<file path="config.mk">
export PLATFORM = sky130hd
export DESIGN_NAME = usb_rx_engine
export DESIGN_NICKNAME = d
export VERILOG_FILES = /design/src/rtl/usb_rx_pkg.sv /design/src/rtl/usb_rx_nrzi.sv /design/src/rtl/usb_rx_sync_hunt.sv /design/src/rtl/usb_rx_destuff.sv /design/src/rtl/usb_rx_byte_pack.sv /design/src/rtl/usb_rx_engine.sv
export SDC_FILE = /design/constraint.sdc
export NUM_CORES = 1
export LEC_CHECK = 0
export BUFFER_PORTS_ARGS = -buffer_cell sky130_fd_sc_hd__buf_2
export CORE_MARGIN = 1.5
export CORE_UTILIZATION = 35
export CTS_BUF_LIST = sky130_fd_sc_hd__clkbuf_4
export DETAILED_ROUTE_END_ITERATION = 6
export GPL_ROUTABILITY_DRIVEN = 0
export PLACE_DENSITY = 0.62
export SLEW_MARGIN = 0
export SYNTH_ARGS = -nofsm -noshare
export SYNTH_HDL_FRONTEND = slang
export SYNTH_SLANG_ARGS = --single-unit
</file>
<file path="constraint.sdc">
create_clock -name clk -period 4.4 [get_ports clk]
set_input_delay 0.44 -clock clk [delete_from_list [all_inputs] [get_ports clk]]
set_output_delay 0.44 -clock clk [all_outputs]
set_load 0.03 [all_outputs]
</file>
<file path="src/rtl/usb_rx_pkg.sv">
package usb_rx_pkg;
   typedef enum logic [1:0] {
      ST_HUNT  = 2'd0,
      ST_DATA  = 2'd1,
      ST_DRAIN = 2'd2
   } rx_state_e;
endpackage

</file>
<file path="src/rtl/usb_rx_nrzi.sv">
module usb_rx_nrzi #(
   parameter int EOP_SE0_BITS = 2,
   parameter bit J_LEVEL      = 1'b1
) (
   input  logic clk,
   input  logic rst,
   input  logic strobe,
   input  logic line,
   input  logic se0,
   output logic dec_vld,
   output logic dec_bit,
   output logic eop_hit
);
   logic prev_q;

   // reference level tracks the last strobed level, J after SE0
   always_ff @(posedge clk) begin
      if (rst)
         prev_q <= J_LEVEL;
      else if (strobe)
         prev_q <= se0 ? J_LEVEL : line;
   end

   assign dec_vld = strobe & ~se0;
   assign dec_bit = ~(line ^ prev_q);

   generate
      if (EOP_SE0_BITS == 1) begin : g_eop_single
         assign eop_hit = strobe & se0;
      end else begin : g_eop_count
         localparam int CW = $clog2(EOP_SE0_BITS + 1);
         localparam logic [CW-1:0] LAST = CW'(EOP_SE0_BITS - 1);
         logic [CW-1:0] cnt_q;
         always_ff @(posedge clk) begin
            if (rst)
               cnt_q <= '0;
            else if (strobe) begin
               if (!se0 || cnt_q == LAST)
                  cnt_q <= '0;
               else
                  cnt_q <= cnt_q + CW'(1);
            end
         end
         assign eop_hit = strobe & se0 & (cnt_q == LAST);
      end
   endgenerate

   // without a strobe nothing is decoded and no EOP is seen
   a_r10_no_strobe_quiet: assert property (@(posedge clk) disable iff (rst)
      !strobe |-> !dec_vld && !eop_hit);
endmodule

</file>
<file path="src/rtl/usb_rx_sync_hunt.sv">
module usb_rx_sync_hunt #(
   parameter int SYNC_ZEROS = 5
) (
   input  logic clk,
   input  logic rst,
   input  logic dec_vld,
   input  logic dec_bit,
   input  logic flush,
   output logic hit
);
   logic [SYNC_ZEROS-1:0] hist_q;

   generate
      if (SYNC_ZEROS == 1) begin : g_hist_one
         always_ff @(posedge clk) begin
            if (rst || flush)
               hist_q <= '1;
            else if (dec_vld)
               hist_q <= dec_bit;
         end
      end else begin : g_hist_shift
         always_ff @(posedge clk) begin
            if (rst || flush)
               hist_q <= '1;
            else if (dec_vld)
               hist_q <= {hist_q[SYNC_ZEROS-2:0], dec_bit};
         end
      end
   endgenerate

   // a decoded 1 right after SYNC_ZEROS decoded 0s
   assign hit = dec_vld & dec_bit & (hist_q == '0);

   a_r2_hit_needs_bit: assert property (@(posedge clk) disable iff (rst)
      hit |-> dec_vld && !flush);
endmodule

</file>
<file path="src/rtl/usb_rx_destuff.sv">
module usb_rx_destuff #(
   parameter int STUFF_LIMIT = 6
) (
   input  logic clk,
   input  logic rst,
   input  logic dec_vld,
   input  logic dec_bit,
   input  logic seed,
   input  logic flush,
   output logic bit_keep,
   output logic stuff_err
);
   localparam int OW = $clog2(STUFF_LIMIT + 1);
   localparam logic [OW-1:0] LIM = OW'(STUFF_LIMIT);

   logic [OW-1:0] ones_q;
   logic          at_lim;

   assign at_lim    = (ones_q == LIM);
   assign bit_keep  = dec_vld & ~at_lim;
   assign stuff_err = dec_vld & dec_bit & at_lim;

   always_ff @(posedge clk) begin
      if (rst || flush)
         ones_q <= '0;
      else if (seed)
         ones_q <= OW'(1);                 // preamble's last 1 counts
      else if (dec_vld) begin
         if (dec_bit && !at_lim)
            ones_q <= ones_q + OW'(1);
         else
            ones_q <= '0;
      end
   end

   // after a dropped bit the run restarts from zero
   a_r4_drop_restarts: assert property (@(posedge clk) disable iff (rst)
      (dec_vld && !dec_bit && at_lim && !seed && !flush) |=> !at_lim);
endmodule

</file>
<file path="src/rtl/usb_rx_byte_pack.sv">
module usb_rx_byte_pack #(
   parameter int DATA_W = 8
) (
   input  logic              clk,
   input  logic              rst,
   input  logic              bit_vld,
   input  logic              bit_in,
   input  logic              clear,
   output logic [DATA_W-1:0] byte_q,
   output logic              load_q
);
   localparam int CW = $clog2(DATA_W);
   localparam logic [CW-1:0] LAST = CW'(DATA_W - 1);

   logic [DATA_W-1:0] sh_q;
   logic [CW-1:0]     cnt_q;
   logic [DATA_W-1:0] sh_next;

   assign sh_next = {bit_in, sh_q[DATA_W-1:1]};

   always_ff @(posedge clk) begin
      if (rst) begin
         sh_q   <= '0;
         cnt_q  <= '0;
         byte_q <= '0;
         load_q <= 1'b0;
      end else begin
         load_q <= 1'b0;
         if (clear)
            cnt_q <= '0;                   // partial byte dropped
         else if (bit_vld) begin
            sh_q <= sh_next;
            if (cnt_q == LAST) begin
               byte_q <= sh_next;          // LSB first
               load_q <= 1'b1;
               cnt_q  <= '0;
            end else
               cnt_q <= cnt_q + CW'(1);
         end
      end
   end

   a_r6_clear_no_load: assert property (@(posedge clk) disable iff (rst)
      clear |=> !load_q);
   a_r3_single_load: assert property (@(posedge clk) disable iff (rst)
      load_q |=> !load_q);
endmodule

</file>
<file path="src/rtl/usb_rx_engine.sv">
module usb_rx_engine
   import usb_rx_pkg::*;
#(
   parameter int DATA_W       = 8,
   parameter int SYNC_ZEROS   = 5,
   parameter int STUFF_LIMIT  = 6,
   parameter int EOP_SE0_BITS = 2,
   parameter bit J_LEVEL      = 1'b1
) (
   input  logic              clk,
   input  logic              rst,
   input  logic              bit_strobe,
   input  logic              line_level,
   input  logic              line_se0,
   output logic [DATA_W-1:0] rx_data,
   output logic              rx_active,
   output logic              rx_valid,
   output logic              rx_error
);
   generate
      if (DATA_W < 2)        begin : g_bad_w   $error("DATA_W must be at least 2");       end
      if (SYNC_ZEROS < 1)    begin : g_bad_s   $error("SYNC_ZEROS must be at least 1");   end
      if (STUFF_LIMIT < 1)   begin : g_bad_l   $error("STUFF_LIMIT must be at least 1");  end
      if (EOP_SE0_BITS < 1)  begin : g_bad_e   $error("EOP_SE0_BITS must be at least 1"); end
   endgenerate

   logic dec_vld, dec_bit, eop_hit, hunt_hit;
   logic bit_keep, stuff_err;
   logic sync_go, in_data, stuff_abort, pack_clear;
   rx_state_e state_q;
   logic act_q, err_q;

   usb_rx_nrzi #(.EOP_SE0_BITS(EOP_SE0_BITS), .J_LEVEL(J_LEVEL)) u_nrzi (
      .clk(clk), .rst(rst), .strobe(bit_strobe), .line(line_level), .se0(line_se0),
      .dec_vld(dec_vld), .dec_bit(dec_bit), .eop_hit(eop_hit));

   usb_rx_sync_hunt #(.SYNC_ZEROS(SYNC_ZEROS)) u_hunt (
      .clk(clk), .rst(rst), .dec_vld(dec_vld), .dec_bit(dec_bit),
      .flush(bit_strobe & line_se0), .hit(hunt_hit));

   assign in_data     = (state_q == ST_DATA);
   assign sync_go     = (state_q == ST_HUNT) & hunt_hit;
   assign stuff_abort = in_data & stuff_err;
   assign pack_clear  = sync_go | (in_data & eop_hit) | stuff_abort;

   usb_rx_destuff #(.STUFF_LIMIT(STUFF_LIMIT)) u_destuff (
      .clk(clk), .rst(rst), .dec_vld(dec_vld), .dec_bit(dec_bit),
      .seed(sync_go), .flush(eop_hit), .bit_keep(bit_keep), .stuff_err(stuff_err));

   usb_rx_byte_pack #(.DATA_W(DATA_W)) u_pack (
      .clk(clk), .rst(rst), .bit_vld(in_data & bit_keep), .bit_in(dec_bit),
      .clear(pack_clear), .byte_q(rx_data), .load_q(rx_valid));

   always_ff @(posedge clk) begin
      if (rst) begin
         state_q <= ST_HUNT;
         act_q   <= 1'b0;
         err_q   <= 1'b0;
      end else begin
         err_q <= stuff_abort;
         unique case (state_q)
            ST_HUNT: if (sync_go) begin
               state_q <= ST_DATA;
               act_q   <= 1'b1;
            end
            ST_DATA: if (eop_hit) begin
               state_q <= ST_HUNT;
               act_q   <= 1'b0;
            end else if (stuff_abort)
               state_q <= ST_DRAIN;
            ST_DRAIN: begin
               act_q <= 1'b0;              // drop one clock after the error
               if (eop_hit)
                  state_q <= ST_HUNT;
            end
            default: state_q <= ST_HUNT;
         endcase
      end
   end

   assign rx_active = act_q;
   assign rx_error  = err_q;

   a_r2_rise_on_bit: assert property (@(posedge clk) disable iff (rst)
      $rose(rx_active) |-> $past(bit_strobe && !line_se0));
   a_r6_fall_cause: assert property (@(posedge clk) disable iff (rst)
      $fell(rx_active) |-> ($past(bit_strobe && line_se0) || $past(rx_error)));
   a_r3_valid_after_bit: assert property (@(posedge clk) disable iff (rst)
      $rose(rx_valid) |-> $past(bit_strobe));
   a_r8_valid_in_active: assert property (@(posedge clk) disable iff (rst)
      rx_valid |-> rx_active);
   a_r8_error_in_active: assert property (@(posedge clk) disable iff (rst)
      rx_error |-> rx_active);
   a_r3_data_hold: assert property (@(posedge clk) disable iff (rst)
      !$stable(rx_data) |-> rx_valid);
   a_r5_abort: assert property (@(posedge clk) disable iff (rst)
      rx_error |=> !rx_active && !rx_valid && !rx_error);
endmodule

</file>
Yosys cells after proc, flatten, opt, wreduce, memory -nomap -nowiden
Cells that the tools add are included.
- register bits after elaboration: 35
- latch bits: 0
- RAM bits: 0
- ROM bits: 0
- bits of input ports: 5
- word-level logic and storage cells: 75
- memories kept: 0
- add/sub/neg operators: 3
- multiply operators: 0
- divide/modulo/power cells: 0
- $lt $le $gt $ge: 0
- equal/unequal tests: 9
- shifts and indexed selects: 0
- muxes and demuxes: 15
- bitwise gates (word level): 19
- reductions and logical operators: 17
- operator list (kind ; number):
    bitwise AND 1 bit ; 11
    two-way mux 2 bit ; 5
    AND reduction 3 bit ; 3
    adder 3 x 1 -> 3 bit, second input constant ; 2
    == test 3 bit, second input constant ; 2
    two-way mux 1 bit ; 6
    two-way mux 3 bit ; 2
    != test 2 bit, second input constant ; 3
    one-hot mux 2 bit (3 select lines) ; 1
    logical NOT 5 bit ; 1
    NOT 1 bit ; 5
    == test 2 x 1 -> 1 bit, second input constant ; 2
    OR reduction 2 bit ; 2
    logical OR 1 bit ; 3
    != test 3 x 2 -> 1 bit, second input constant ; 1
    one-hot mux 1 bit (3 select lines) ; 1
    nonzero test 3 bit ; 1
    OR reduction 3 bit ; 1
    adder 2 x 1 -> 2 bit, second input constant ; 1
    == test 2 bit, second input constant ; 1
    logical NOT 1 bit ; 2
    logical NOT 2 bit ; 1
    bitwise OR 1 bit ; 2
    AND reduction 2 bit ; 1
    3 further kinds ; 3

Depth between registers and ports, before layout
- depth in word-level cells: 9
- mapped depth: 8

Hierarchy
Synthesis repeated with hierarchy kept, for this count alone.
- cells, all modules: 167
- area, all modules: 1581.5 um^2
- modules (own cells, without submodules) (module ; instances ; cells each ; area an instance (um^2) ; seq. area each (um^2)):
    usb_rx_byte_pack ; 1 ; 77 ; 738.2 ; 380.4
    usb_rx_engine ; 1 ; 32 ; 289.0 ; 80.1
    usb_rx_sync_hunt ; 1 ; 20 ; 196.4 ; 100.1
    usb_rx_destuff ; 1 ; 21 ; 191.4 ; 60.1
    usb_rx_nrzi ; 1 ; 17 ; 166.4 ; 60.1

Least setup slack after synthesis
No wires, ideal clock.
- path kind: input to register
- from: in line_se0
- to: reg act_q, in the netlist rx_active
- library setup time: 0.071 ns
- data arrival time: 1.763 ns
- required time: 4.329 ns
- slack: 2.567 ns
- stages: 5
- path buffers: 1
- cells stage by stage: clkbuf_1 > nand2b_1 > o41a_1 > or4_1 > a21oi_1
- longest elaborated chain between the ends: 7
- elaborated cells on any way between the ends: 10
- classes of those cells: eq/ne (2); bitwise (7); reduce/logical (1)
- RTL lines (what ; RTL line ; source):
    start, declared ; usb_rx_engine.sv:14 ; input logic line_se0,
    NOT 1 bit ; usb_rx_nrzi.sv:24 ; assign dec_vld = strobe & ~se0;
    bitwise AND 1 bit ; usb_rx_nrzi.sv:24 ;
    bitwise AND 1 bit (2 in series) ; usb_rx_sync_hunt.sv:32 ; assign hit = dec_vld & dec_bit & (hist_q == '0);
    bitwise AND 1 bit ; usb_rx_engine.sv:42 ; assign sync_go = (state_q == ST_HUNT) & hunt_hit;
    != test 2 bit (no line) ; n/a ;
    AND reduction 3 bit (no line) * ; n/a ;
    end signal, assigned ; usb_rx_engine.sv:57 ; act_q <= 1'b0;
    end signal, assigned ; usb_rx_engine.sv:64 ; act_q <= 1'b1;
    end signal, assigned ; usb_rx_engine.sv:68 ; act_q <= 1'b0;
    end, declared ; usb_rx_engine.sv:31 ; logic act_q, err_q;
Mark *: on every way between the ends. The rest lies on a longest branch, timed or not.
A chain may end at the register's enable or synchronous reset.

Final worst setup path
- from: reg u_hunt.hist_q[3]
- to: reg u_pack.byte_q[1]
- longest elaborated chain between the ends: 7
- RTL lines (what ; RTL line ; source):
    start, declared ; usb_rx_sync_hunt.sv:11 ; logic [SYNC_ZEROS-1:0] hist_q;
    start signal, assigned ; usb_rx_sync_hunt.sv:26 ; hist_q <= {hist_q[SYNC_ZEROS-2:0], dec_bit};
    logical NOT 5 bit ; usb_rx_sync_hunt.sv:32 ;
    bitwise AND 1 bit ; usb_rx_sync_hunt.sv:32 ;
    bitwise AND 1 bit ; usb_rx_engine.sv:42 ;
    bitwise OR 1 bit (2 in series) ; usb_rx_engine.sv:44 ; assign pack_clear = sync_go | (in_data & eop_hit) | stuff_abort;
    NOT 1 bit (no line) ; n/a ;
    AND reduction 3 bit (no line) ; n/a ;
    end signal, assigned ; usb_rx_byte_pack.sv:34 ; byte_q <= sh_next;
    end, declared ; usb_rx_byte_pack.sv:9 ; output logic [DATA_W-1:0] byte_q,
Every way passes these cells.

==> flow_summary.yaml <==
outcome:
  outcome: "finished clean"
floorplanning:
  start_util_pct: 37.3
  die_height_um: 69.0
  ios: 16
  rows: 23
  core_mm2: 0.00409
  dieWidth_um: 69.0
  die-area_mm2: 0.00476
power:
  p_int_mw: 0.439
  swShare_pct: 23.2
  pwr-share-seq_pct: 54.9
  vdd_drop_max_v: 0.000106
  comb_power_share_pct: 4.9
  switchingPower_mw: 0.132
  cellPowerDensity_mw_per_mm2: 333
  power_frac_clock_pct: 40.2
  p_leak_nw: 0.756
cts:
  cts_resized: 0
  cts-root-buf: "clkbuf_4"
  clock_path_buffers: 2
  h-tree-depth: 2
  clkTransAtPathRegs_ns: 0.12
  post_cts.repair.setup_buffers: 0
  cts_tree: "built"
  cts.sink_count: 34
  numCtsBuffers: 5
  postCtsHoldBufs: 0
  clk_latency_ns: 0.34
global_routing:
  grt_pass1_wl_mm: 5.22
  grt_max_degree: 26
  overflow: 0
  track_usage_pct: 15.1
  antenna_found_initial: 0
  grt_pass1_vias: 1181
detailed_routing:
  routed_wl_mm: 3.11
  avgViaCountPerCell: 5.21
  drc: 0
  drt-pass1-iter-count: 4
  ant_nets: 0
  drt_iter0_drc: 81
  route.vias.total: 1193
  wl_per_cell_um: 13.6
synth:
  yosysWarnings: 0
  synthArstFlopShare_pct: 0
  ys_types: 37
  synth.net_count: 177
  yosysTopAreaCell: "dfxtp_1"
  yosysSeqAreaShare_pct: 44.7
  syn_area_mm2: 0.00152
  netlist_instances: 163
  synth_mux_area_share_pct: 11.2
  synth_xor_area_share_pct: 1.72
  synthSimpleGateAreaFrac_pct: 18.1
  synth_compound_area_share_pct: 13.1
  synth_most_common_cell: "dfxtp_1"
  yosys-top-cells-count: "dfxtp_1 (34), nand2_1 (25), mux2i_1 (17)"
  ys_top_cells_by_area: "dfxtp_1 (45%), mux2i_1 (11%), ha_1 (7.4%), nand2_1 (6.2%), nor2_1 (2.5%)"
  synth_edf_count: 0
  yosysTopAreaCellShare_pct: 44.7
  synth-seq-cells: 34
  ys.flop_type: "dfxtp_1"
  synthAdderAreaFrac_pct: 7.39
  synth_area_per_cell_um2: 9.35
  synth_top_family_by_area: "simple AND/OR/NAND/NOR gates"
place:
  io_buffers: 15
  post-dp-hpwl_mm: 2.31
timing:
  fin_worst_skew_ns: 0.0159
  fmax_mhz: 396
  max_slew_margin_pct: 23.5
  period_share_pct: 57.3
  min_period_ns: 2.52
  setup_violations: 0
  hold_viol_final: 0
  maxSlewViolCount: 0
  rsz0062_at_grt: "false"
  worst_pin_slew_ns: 1.15
  tns_ns: 0
worst_setup_path:
  start_kind: "flop"
  end_kind: "flop"
  worstPathRequired_ns: 4.67
  arrival_ns: 2.79
  critPathKind: "flop to flop"
  path_max_fanout: 9
layout:
  antenna_cells: 0
  nNetsFinal: 192
  fin_util_pct: 41.9
  area_growth_pct: 12.4
  fillers: 409
  drive_above_1_share_pct: 14.5
run:
  cap_violations: 0
hold_path:
  hp-class: "input port to flop"
registers in the layout (all words and copies together), names as in the netlist:
signal                    cells
u_pack.cnt_q                  3
u_destuff.ones_q              3
u_nrzi.g_eop_count.cnt_q      2
u_pack.byte_q                 8
state_q                       2
u_pack.load_q                 1
rx_active                     1
u_hunt.hist_q                 5
u_nrzi.prev_q                 1
u_pack.sh_q                   7
rx_error                      1
critical path: stages (launching register included):
cell,delay [ns]
dfxtp_1,0.33
or4_4,0.55
or3_1,0.37
o2111ai_1,0.93
mux2i_1,0.28
cells by family after synthesis:
family / count (synthesis)
AND/OR/NAND/NOR: 58
flip-flops: 34
AO/OA/AOI/OAI: 28
multiplexers: 17
buffers and inverters: 14
adder cells (fa/ha/maj): 9
XOR/XNOR: 3
layout by cell type, fill, tap and decap left out, types with 2 or more instances in the layout:
cell type / Yosys / layout
xor2_1: 2 / 2
a211oi_1: 3 / 3
and3_1: 2 / 2
nor3_1: 6 / 6
ha_1: 9 / 9
or3_1: 2 / 2
dfxtp_1: 34 / 34
inv_1: 6 / 6
o311ai_0: 3 / 3
clkinvlp_4: 0 / 2
o21ai_0: 6 / 6
nand2_1: 25 / 25
mux2i_1: 17 / 17
nand3_1: 2 / 2
a21oi_1: 5 / 5
nor2b_1: 4 / 4
o41ai_1: 2 / 2
buf_2: 1 / 15
clkbuf_4: 0 / 5
and2_1: 2 / 2
nor2_1: 10 / 10
metal layers:
layer / up-vias / wire [um] / GRT usage (%)
li1: 609 / - / -
met1: 559 / 1420 / 17.2
met2: 20 / 1530 / 26.2
met3: 5 / 117 / 3.90
met4: 0 / 41 / 7.11
met5: - / 0 / 0
layout make-up:
class / instances / area, um^2 / area share [%]
sequential: 34 / 681 / 39.7
multi-input combinational: 115 / 786 / 45.9
clock inverter: 3 / 45.0 / 2.63
inverter: 7 / 26.3 / 1.53
timing repair buffer: 15 / 75.1 / 4.38
tap: 50 / 62.6 / 3.65
clock buffer: 5 / 37.5 / 2.19
power groups by stage:
stage / Combinational (mW) / Sequential (mW) / Clock (mW)
floorplan: 0.0207 / 0.320 / 0
global placement: 0.0276 / 0.320 / 0
detailed placement: 0.0282 / 0.321 / 0
CTS: 0.0283 / 0.314 / 0.237
global route: 0.0318 / 0.314 / 0.253
finish: 0.0281 / 0.314 / 0.229
metrics by stage:
stage          power [mW]  instance area (um^2)  cells  hold WS, ns  setup WS, ns
2_1_floorplan       0.341                  1520    163        0.443          2.57
3_3_place_gp        0.348                  1630    221        0.445          1.94
3_5_place_dp        0.349                  1630    221        0.458          1.86
4_1_cts             0.579                  1710    229        0.377          1.88
5_1_grt             0.599                  1710    229        0.372          1.74
6_report            0.571                  1710    229        0.388          1.88
final timing paths:
kind	start	end	slack [ns]	depth (start not counted)
max	u_hunt.hist_q[3]$_SDFFE_PP1N_	u_pack.byte_q[1]$_SDFFE_PP0P_	1.88	4
min	line_level	u_nrzi.prev_q$_SDFFE_PP1P_	0.39	3
min reg2reg	u_pack.byte_q[7]$_SDFFE_PP0P_	u_pack.byte_q[7]$_SDFFE_PP0P_	0.47	2
max reg2reg	u_hunt.hist_q[3]$_SDFFE_PP1N_	u_pack.byte_q[1]$_SDFFE_PP0P_	1.88	4
Note: power is estimated with default switching activity, not from simulation.
